--- config.mk ---
export PLATFORM = sky130hd
export DESIGN_NAME = evt_controller
export DESIGN_NICKNAME = d
export VERILOG_FILES = /design/src/rtl/evtc_pkg.sv /design/src/rtl/evtc_arbiter.sv /design/src/rtl/evtc_state.sv /design/src/rtl/evt_controller.sv
export SDC_FILE = /design/constraint.sdc
export NUM_CORES = 1
export LEC_CHECK = 0
export BUFFER_PORTS_ARGS = -buffer_cell sky130_fd_sc_hd__buf_2
export CAP_MARGIN = 15
export CORE_MARGIN = 2
export CORE_UTILIZATION = 40
export CTS_CLUSTER_SIZE = 30
export DETAILED_ROUTE_END_ITERATION = 12
export SETUP_SLACK_MARGIN = 0.05
export SYNTH_ARGS = -nofsm -noshare
export SYNTH_HDL_FRONTEND = slang
export SYNTH_SLANG_ARGS = --single-unit
--- constraint.sdc ---
create_clock -name clk -period 4 [get_ports clk]
set_input_delay 0.8 -clock clk [delete_from_list [all_inputs] [get_ports clk]]
set_output_delay 0.8 -clock clk [all_outputs]
set_load 0.02 [all_outputs]
--- src/rtl/evtc_pkg.sv ---
package evtc_pkg;
  localparam int LEVELS = 16;
  localparam int LVLW = $clog2(LEVELS);
  localparam int LVL_RST = 1;
  localparam int LVL_NMI = 2;
  localparam int LVL_EXC = 3;
  localparam int LVL_RSV = 4;
  localparam int FIRST_MASKABLE = 5;
  localparam int MASKW = LEVELS - FIRST_MASKABLE;
  localparam int SW_BASE = 14;
  localparam int SWW = LEVELS - SW_BASE;

  typedef logic [LEVELS-1:0] lvlVec_t;

  typedef struct packed {
    logic            take;
    logic [LVLW-1:0] winLevel;
    logic            pop;
    logic            rstTake;
  } ctlStrobe_t;

  // lowest set index (most urgent); zero when vector is empty
  function automatic logic [LVLW-1:0] firstSet(lvlVec_t v);
    logic [LVLW-1:0] r;
    r = '0;
    for (int i = LEVELS - 1; i >= 0; i--) begin
      if (v[i]) r = LVLW'(i);
    end
    return r;
  endfunction
endpackage

--- src/rtl/evtc_arbiter.sv ---
module evtc_arbiter
  import evtc_pkg::*;
(
  input  logic                clk,
  input  logic                rstN,
  input  lvlVec_t             pendVec,
  input  lvlVec_t             svcVec,
  input  logic                excReq,
  input  logic [MASKW-1:0]    intEnable,
  input  logic                retEvt,
  output ctlStrobe_t          strobe,
  output logic [LVLW-1:0]     curLevel,
  output logic                curValid
);
  lvlVec_t allowVec, aboveVec, candVec, eligVec;

  genvar g;
  generate
    for (g = 0; g < LEVELS; g++) begin : gAllow
      if (g < FIRST_MASKABLE) begin : gFixed
        assign allowVec[g] = (g != LVL_RSV);
      end else begin : gMask
        assign allowVec[g] = intEnable[g - FIRST_MASKABLE];
      end
      assign aboveVec[g] = !curValid || (LVLW'(g) < curLevel);
    end
  endgenerate

  assign curValid = |svcVec;
  assign curLevel = firstSet(svcVec);
  assign candVec  = pendVec | (lvlVec_t'(excReq) << LVL_EXC);
  assign eligVec  = candVec & allowVec & aboveVec;

  always_comb begin
    strobe.take     = |eligVec;
    strobe.winLevel = firstSet(eligVec);
    strobe.pop      = retEvt && curValid;
    strobe.rstTake  = strobe.take && (strobe.winLevel == LVLW'(LVL_RST));
  end


  take_above_chk: assert property (@(posedge clk) disable iff (!rstN)
    strobe.take |-> (!curValid || strobe.winLevel < curLevel));


  rsv_never_won_chk: assert property (@(posedge clk) disable iff (!rstN)
    strobe.take |-> strobe.winLevel != LVLW'(LVL_RSV));
endmodule

--- src/rtl/evtc_state.sv ---
module evtc_state
  import evtc_pkg::*;
(
  input  logic             clk,
  input  logic             rstN,
  input  lvlVec_t          evtReq,
  input  logic             nmiPin,
  input  logic             wdogNmi,
  input  logic             excReq,
  input  logic [SWW-1:0]   swRaise,
  input  ctlStrobe_t       strobe,
  output lvlVec_t          pendVec,
  output lvlVec_t          svcVec
);
  lvlVec_t reqNow, reqQ, setVec, takeOh, popOh;

  assign reqNow = evtReq | (lvlVec_t'(nmiPin | wdogNmi) << LVL_NMI);
  assign setVec = ((reqNow & ~reqQ)
                 | (lvlVec_t'(excReq) << LVL_EXC)
                 | (lvlVec_t'(swRaise) << SW_BASE))
                 & ~(lvlVec_t'(1) << LVL_RSV);
  assign takeOh = strobe.take ? (lvlVec_t'(1) << strobe.winLevel) : '0;
  assign popOh  = strobe.pop ? (svcVec & (~svcVec + lvlVec_t'(1))) : '0;

  always_ff @(posedge clk or negedge rstN) begin
    if (!rstN) begin
      reqQ    <= '0;
      pendVec <= '0;
      svcVec  <= '0;
    end else begin
      reqQ <= reqNow;
      if (strobe.rstTake) begin
        pendVec <= '0;
        svcVec  <= lvlVec_t'(1) << LVL_RST;
      end else begin
        pendVec <= (pendVec | setVec) & ~takeOh;
        svcVec  <= (svcVec & ~popOh) | takeOh;
      end
    end
  end


  take_sets_svc_chk: assert property (@(posedge clk) disable iff (!rstN)
    strobe.take |=> svcVec[$past(strobe.winLevel)]);


  rst_wipe_chk: assert property (@(posedge clk) disable iff (!rstN)
    strobe.rstTake |=> (svcVec == (lvlVec_t'(1) << LVL_RST)) && (pendVec == '0));


  pop_one_chk: assert property (@(posedge clk) disable iff (!rstN)
    (strobe.pop && !strobe.take) |=> $countones(svcVec) == $countones($past(svcVec)) - 1);


  rsv_idle_chk: assert property (@(posedge clk) disable iff (!rstN)
    !pendVec[LVL_RSV] && !svcVec[LVL_RSV]);
endmodule

--- src/rtl/evt_controller.sv ---
module evt_controller
  import evtc_pkg::*;
(
  input  logic              clk,
  input  logic              rstN,
  input  logic [LEVELS-1:0] evtReq,
  input  logic              nmiPin,
  input  logic              wdogNmi,
  input  logic              excReq,
  input  logic [SWW-1:0]    swRaise,
  input  logic [MASKW-1:0]  intEnable,
  input  logic              retEvt,
  output logic              takeEvt,
  output logic [LVLW-1:0]   evtLevel,
  output logic [LVLW-1:0]   curLevel,
  output logic              curValid,
  output logic [LEVELS-1:0] inService,
  output logic [LEVELS-1:0] pendingVec
);
  ctlStrobe_t strobe;
  lvlVec_t    pendVec, svcVec;

  evtc_arbiter uArb (
    .clk(clk), .rstN(rstN), .pendVec(pendVec), .svcVec(svcVec),
    .excReq(excReq), .intEnable(intEnable), .retEvt(retEvt),
    .strobe(strobe), .curLevel(curLevel), .curValid(curValid)
  );

  evtc_state uState (
    .clk(clk), .rstN(rstN), .evtReq(evtReq), .nmiPin(nmiPin),
    .wdogNmi(wdogNmi), .excReq(excReq), .swRaise(swRaise),
    .strobe(strobe), .pendVec(pendVec), .svcVec(svcVec)
  );

  assign takeEvt    = strobe.take;
  assign evtLevel   = strobe.winLevel;
  assign inService  = svcVec;
  assign pendingVec = pendVec;
endmodule

; ---- Word-level counts from Yosys, hierarchy flattened
; Cells that the tools add are included.
[totals]
ff_bits = 48
output_inout_bits = 42
word_cells = 96
[classes]
addsub = 1
magnitude_cmp = 16
eq_ne = 1
shifts = 1
mux = 36
bitwise_logic = 17
reduce_logical = 21
[ops]
columns = cell, n
row1 = $mux 4, 32
row2 = $and 16x16->16, 6
row3 = $mux 16, 4
row4 = $not 16->16, 4
row5 = $or 16x16->16, 4
row6 = $lt 4x4->1 const A, 8
row7 = $or 16x4->16, 2
row8 = $reduce_or 16->1, 2
row9 = $add 16x1->16 const B, 1
row10 = $logic_or 1x1->1, 16
row11 = $lt 3x4->1 const A, 4
row12 = $shl 1x4->16 const A, 1
row13 = $lt 1x4->1 const A, 2
row14 = $lt 2x4->1 const A, 2
row15 = $eq 4x1->1 const B, 1
row16 = $logic_and 1x1->1, 2
row17 = $logic_not 1->1, 1
row18 = $or 1x1->1, 1

; ---- Depth between registers and ports, before layout
; Gate-level depths: netlist of run 1.
[logic_depth]
word_depth = 40
depth_mapped = 11
depth_no_buf = 9

; ---- Hierarchy
; A second synthesis of run 1 with hierarchy kept.
[unflattened]
hier_cells = 272
area_unflattened_um2 = 2538.7
[modules_own_cells]
columns = mod, instances, cells_per_inst, area_per_inst_um2, seq_area_each_um2
row1 = evtc_state, 1, 159, 1844.3, 1176.1
row2 = evtc_arbiter, 1, 113, 694.4, 0.0

; ---- Least setup slack after synthesis of run 1
; OpenSTA, ideal clock, no wires.
[synth_timing]
kind = register to output
from = register uState.svcVec[12]
to = output evtLevel[1]
arrival_time_ns = 2.519
required_ns = 3.200
slack_ns = 0.681
path_stages_with_launch = 8
path_cell_list = dfrtp_1 -> clkbuf_1 -> nor2_1 -> a2111oi_4 -> o41ai_2 -> a31oi_1 -> a211o_1 -> nand2_1
[synth_via]
elab_chain_len = 32
elab_cells_between_ends = 64
cone_classes = order compare: 16 / mux: 29 / bitwise: 1 / reduce/logical: 18
[synth_lines]
columns = item, line
row1 = start: declaration, evtc_state.sv:13  ; output lvlVec_t svcVec
row2 = start signal: assignment, evtc_state.sv:34  ; svcVec <= lvlVec_t'(1) << LVL_RST;
row3 = start signal: assignment, evtc_state.sv:37  ; svcVec <= (svcVec & ~popOh) | takeOh;
row4 = $mux 4 (*) (13 in a row), evtc_pkg.sv:27  ; if (v[i]) r = LVLW'(i);
row5 = via curLevel[1], evt_controller.sv:15  ; output logic [LVLW-1:0] curLevel,
row6 = $lt 4x4->1, evtc_arbiter.sv:25  ; assign aboveVec[g] = !curValid || (LVLW'(g) < curLevel);
row7 = $logic_or 1x1->1, evtc_arbiter.sv:25
row8 = $and 16x16->16 (*), evtc_arbiter.sv:32  ; assign eligVec = candVec & allowVec & aboveVec;
row9 = $mux 4 (15 in a row), evtc_pkg.sv:27
row10 = $mux 4 (*), evtc_pkg.sv:27
row11 = end: declaration, evt_controller.sv:14  ; output logic [LVLW-1:0] evtLevel,
; The timed path passes the listed nets; every way through them passes the cells marked *.

; ---- Worst setup path after layout of run 1
[layout_timing]
from = register uState.svcVec[6]
to = output evtLevel[1]
[layout_via]
elab_chain_len = 26
elab_cells_between_ends = 58
cone_classes = order compare: 16 / mux: 23 / bitwise: 1 / reduce/logical: 18
[layout_lines]
columns = item, line
row1 = $mux 4 (7 in a row), evtc_pkg.sv:27
row2 = $lt 4x4->1, evtc_arbiter.sv:25
row3 = $logic_or 1x1->1, evtc_arbiter.sv:25
row4 = $and 16x16->16 (*), evtc_arbiter.sv:32
row5 = $mux 4 (15 in a row), evtc_pkg.sv:27
row6 = $mux 4 (*), evtc_pkg.sv:27
; Mark *: on every way between the ends. The rest lies on a longest branch, timed or not.

==> results.yml, run 1 <==
setup_path:
  path_buf_inv: 1
  crit_family: "simple AND/OR/NAND/NOR gates"
  critPathCaptureType: "primary output"
  crit_type: "reg2out"
  r2r_setup_slack_ns: 0.75
  worstPathCellList: "or2_4, a2111oi_4, nor3_1, nor4_1, o21ai_2, a211o_1, nand2_1, buf_2"
  required_ns: 3.20
  crit_slowest_cell: "dfrtp_1"
  slowest_delay_ns: 0.48
  cp.arrival_ns: 2.94
  start_kind: "flip-flop"
  path_max_fanout: 8
power:
  p_per_area_nw_per_um2: 968
  netSwitchingFraction_pct: 53.9
  leakagePower_uw: 0.00150
  seqPwrFrac_pct: 26.2
  combPwrFrac_pct: 65.1
  ir_drop_mv: 0.458
  clockPowerShare_pct: 8.7
  internal-power_uw: 1430
  power_switching_uw: 1670
cts:
  clockRootBuffer: "clkbuf_8"
  cts_made_buffers: 5
  clk_latency_ns: 0.30
  clk_pin_slew_ns: 0.08
  post_cts_resized: 0
  cts_hold_buf: 0
  clk_path_buf_depth: 2
  cts_tree: "done"
  clock_sinks: 47
  post_cts_buffers: 0
  cts_htree_levels: 2
floorplanning:
  ios: 77
  core_area_um2: 6390
  start_util_pct: 41.6
  die_w_um: 85.5
  die_h_um: 85.5
  placementRows: 29
  die_area_um2: 7310
status:
  outcome: "finished clean"
final_layout:
  diodes: 0
  design_area_um2: 3200
  final_net_count: 401
  final_core_util_pct: 50.2
  areaGrowthSynthToFinish_pct: 20.5
  layout-drive-gt1-share_pct: 29.6
logic_synthesis:
  syn_avg_cell_area_um2: 9.23
  synth_fa_ha_area_share_pct: 0
  seq_area_frac_synth_pct: 44.3
  synth-xor-area-share_pct: 0
  synth_warnings: 0
  synthDominantCellAreaShare_pct: 44.3
  synth-compound-area-share_pct: 29.0
  synthFlopType: "dfrtp_1"
  synth-async-reset-ratio_pct: 100
  synth_edf_count: 0
  synth_area_leaders: "dfrtp_1 (44%), a21oi_1 (5.5%), nand2_1 (5.1%)"
  synth_top_area_cell: "dfrtp_1"
  syn_nets: 323
  ys_types: 61
  synth.cell_area_um2: 2660
  syn_inst: 288
  ys_ff_latch: 47
  synth_top_family_by_area: "compound AO/OA/AOI/OAI gates"
  synthMuxAreaShare_pct: 0
  yosys.area_share.simple_pct: 23.3
place:
  io_buffers: 75
  gp_congestion: 0.905
  dpl_cell_area_um2: 3110
  hpwl_mm: 6.45
route:
  vias_per_cell: 5.88
  vias: 2598
  routedWlPerCell_um: 19.0
  drt-total-wl_mm: 8.39
  drtAntennaViolNets: 0
  drc_errors: 0
  drtIter0Drc: 256
  drtPass1Iterations: 5
run:
  drv_cap: 0
global_routing:
  grt_start_max_net_pins: 48
  grt_pass1_wl_mm: 13.3
  grt_usage_pct: 23.7
  grt_overflow: 0
  antenna_found_initial: 0
  grt_pass1_vias: 2406
sta:
  period_share_pct: 93.4
  fmax_ghz: 0.268
  rsz0062_at_grt: "no"
  maxSlewViolCount: 0
  hold_viol: 0
  finalClockSkew_ns: 0.00681
  final.min_clock_period_ns: 3.74
  worst_pin_slew_ns: 0.760
  finalSetupTns_ns: 0
  setup_viol: 0
  slew_headroom_pct: 48.8
hold_path:
  hp-class: "in2async"
## cells in the final DEF (no fill, tap or decap), types with 4 or more instances in the layout
master,synthesis,routed
a211oi_1,4,4
a21oi_1,29,29
a22oi_1,5,5
buf_2,3,75
buf_4,1,4
clkbuf_8,0,5
dfrtp_1,47,47
inv_1,10,10
nand2_1,36,36
nand3_1,6,6
nor2_1,32,32
nor2b_1,9,9
nor4_1,5,5
o211a_1,6,6
o21a_1,4,4
o21ai_0,13,13
## power by group through the flow
stage	Combinational, uW	Sequential, uW	Clock [uW]
after floorplan	1280	887	0
after global routing	2190	836	294
final	2020	812	271
after global placement	2000	817	0
after CTS	2010	810	276
after detailed placement	1990	820	0
## worst reg2reg max path, cell delays in order, from the launching register on
cell	delay [ns]
dfrtp_1	0.48
or2_4	0.33
a2111oi_4	0.48
o41ai_2	0.22
a211oi_4	0.31
o211ai_2	0.16
a21o_1	0.22
inv_2	0.17
nand2_1	0.39
a32o_1	0.39
## cells by family (layout without fill, tap and decap cells)
kind of cell | after synthesis | after routing
AOI/OAI and AO/OA | 101 | 101
buffers and inverters | 20 | 97
DFF | 47 | 47
and+or+nand+nor | 120 | 120
## flip-flops by register name, indices dropped and copies added (netlist names)
name and count:
uState.pendVec 16, uState.reqQ 15, uState.svcVec 16
## worst paths after layout
kind,start,endpoint,depth (start not counted)
worst min-delay path,rstN,uState.svcVec[4],1
min in group clk,uState.pendVec[4],uState.pendVec[4],1
max in group asynchronous,rstN,uState.svcVec[13],2
worst min register to register,uState.pendVec[4],uState.pendVec[4],1
worst max-delay path,uState.svcVec[6],evtLevel[1],8
worst max register to register,uState.svcVec[6],uState.svcVec[12],9
## per-layer routing
layer	up-vias	wire, um	GRT usage, %
met1	1254	4020	36.2
li1	1217	-	-
met3	20	524	4.52
met4	0	214	7.65
met5	-	0	0
met2	107	3630	33.7
## per-stage QoR
stage	power [uW]	std cells	hold slack, ns	worst slack (ns)
after floorplan	2170	288	0.478	0.681
after global placement	2820	435	0.490	0.592
after detailed placement	2810	435	0.491	0.636
after CTS	3090	441	0.510	0.306
after global routing	3320	442	0.483	0.0560
final	3100	442	0.446	0.264
## cell type report
type	instances	area, um^2
Fill cell	647	3180
Multi-Input combinational cell	221	1390
Sequential cell	47	1180
Timing Repair Buffer	80	425
Tap cell	77	96.3
Clock buffer	6	72.6
Inverter	11	41.3
## cells in the mapped netlist, drive strengths merged (2+ instances only)
master and n:
and3 3, o21a 4, a211oi 8, a31o 2, o211ai 6, inv 11, clkbuf 4, o21ai 14
or2 6, nor4 6, a32o 3, buf 5, nor2b 9, o22ai 2, or3 2, nand2 36
nor4b 3, nor2 32, a22oi 5, o211a 6, or4 4, o21bai 3, nand4 3, o31ai 2
nand3 6, o41ai 2, and2 2, nand2b 3, nor3 4, a21oi 29, a2111oi 2, a21o 2
dfrtp 47
Power figures use the tool's default switching activity.
==> inputs of run 2 (changes only) <==
CTS_BUF_LIST = sky130_fd_sc_hd__clkbuf_4   (was not set)
clock period = 4.05 ns   (was 4 ns; I/O delays follow)
==> results.yml, run 2 (same netlist as run 1, synthesis figures left out) <==
status:
  outcome: "finished clean"
cts:
  cts_hold_buf: 0
  clockRootBuffer: "clkbuf_4"
  clk_latency_ns: 0.36
  clock_sinks: 47
  clk_pin_slew_ns: 0.13
  cts_tree: "done"
  cts_made_buffers: 5
  post_cts_buffers: 0
  clk_path_buf_depth: 2
  cts_htree_levels: 2
global_routing:
  grt_start_max_net_pins: 48
  grt_usage_pct: 24.3
  grt_overflow: 0
  grt_pass1_wl_mm: 13.6
  antenna_found_initial: 0
  grt_pass1_vias: 2456
setup_path:
  cp.arrival_ns: 3.03
  start_kind: "flip-flop"
  crit_slowest_cell: "or4_1"
  worstPathCellList: "or4_1, nor4_1, nor4b_1, a31o_2, o21ai_2, a211o_1, nand2_1, buf_2"
  crit_type: "reg2out"
  slowest_delay_ns: 0.68
  required_ns: 3.24
  critPathCaptureType: "primary output"
  path_buf_inv: 1
  path_max_fanout: 7
  crit_family: "simple AND/OR/NAND/NOR gates"
floorplanning:
  core_area_um2: 6390
  die_area_um2: 7310
  die_w_um: 85.5
  ios: 77
  placementRows: 29
  start_util_pct: 41.6
  die_h_um: 85.5
power:
  combPwrFrac_pct: 66.4
  internal-power_uw: 1370
  netSwitchingFraction_pct: 54.6
  leakagePower_uw: 0.00148
  clockPowerShare_pct: 7.0
  p_per_area_nw_per_um2: 947
  seqPwrFrac_pct: 26.6
  ir_drop_mv: 0.446
  power_switching_uw: 1650
place:
  hpwl_mm: 6.51
  gp_congestion: 0.899
  io_buffers: 75
  dpl_cell_area_um2: 3110
route:
  drtIter0Drc: 216
  drt-total-wl_mm: 8.42
  drtPass1Iterations: 4
  drtAntennaViolNets: 0
  vias_per_cell: 5.75
  vias: 2541
  routedWlPerCell_um: 19.1
  drc_errors: 0
final_layout:
  final_common_cell: "buf_2"
  layout-drive-gt1-share_pct: 30.7
  design_area_um2: 3190
  areaGrowthSynthToFinish_pct: 19.9
  fillers: 651
  reg_top3: "uState.pendVec x16, uState.svcVec x16, uState.reqQ x15"
  layout_common_cells: "buf_2 (75), dfrtp_1 (45), nand2_1 (36), nor2_1 (32), a21oi_1 (29)"
  final_net_count: 401
  diodes: 0
sta:
  rsz0062_at_grt: "yes"
  finalSetupTns_ns: 0
  finalClockSkew_ns: 0.00882
  setup_viol: 0
  worst_pin_slew_ns: 0.823
  final.min_clock_period_ns: 3.84
  holdWs_ns: 0.379
  slew_headroom_pct: 44.6
  period_share_pct: 94.7
  maxSlewViolCount: 0
  fmax_ghz: 0.261
  hold_viol: 0
hold_path:
  hp-class: "in2async"
run:
  drv_cap: 0
[run 2: cell counts in the layout (fill, tap and decap cells not counted)]
No cell type changed its count.
[run 2: metrics by stage]
step	worst slack, ns	total power [uW]	util (%)	instances
after global routing	0.0466	3260	49.9	442
after global placement	0.635	2790	48.7	435
after CTS	0.207	3010	49.4	441
after floorplan	0.721	2140	-	288
final	0.213	3020	49.9	442
after detailed placement	0.625	2790	48.7	435
[run 2: power groups by stage]
stage | sequential [uW] | combinational (uW) | clock (uW)
after floorplan | 876 | 1260 | 0
after global placement | 803 | 1980 | 0
after detailed placement | 808 | 1980 | 0
after CTS | 797 | 1990 | 224
after global routing | 833 | 2190 | 237
final | 801 | 2010 | 211
[run 2: what timing repair did]
action / 4_1_cts / 5_1_grt
resized for setup: 0 / 4
endpoints found under the setup margin: 0 / 2
hold endpoints to repair: 0 / 0
[run 2: path summary, 6_finish.rpt]
path	startpoint	to	slack (ns)	depth (start not counted)
hold reg to reg	uState.pendVec[4]	uState.pendVec[4]	0.52	1
hold / removal	rstN	uState.pendVec[0]	0.38	1
setup reg to reg	uState.svcVec[6]	uState.svcVec[12]	0.78	9
setup / recovery	uState.svcVec[8]	evtLevel[1]	0.21	8
min in group clk	uState.pendVec[4]	uState.pendVec[4]	0.52	1
max in group asynchronous	rstN	uState.reqQ[15]	3.16	2
[run 2: area by class of cell]
class	count	area, um^2	share of cell area [%]
multi-input cells	221	1400	43.9
flip-flops and latches	47	1180	37.0
repair buffers	80	425	13.4
well taps	77	96.3	3.02
clock buffers	6	45.0	1.41
inverters	11	41.3	1.30
[run 2: layer usage]
layer  vias to the layer above  GRT usage (%)  wire length, um
li1                       1220              -                -
met1                      1227           37.6             4080
met2                        85           36.1             3790
met3                         9           2.60              442
met4                         0           6.78              108
met5                         -              0                0
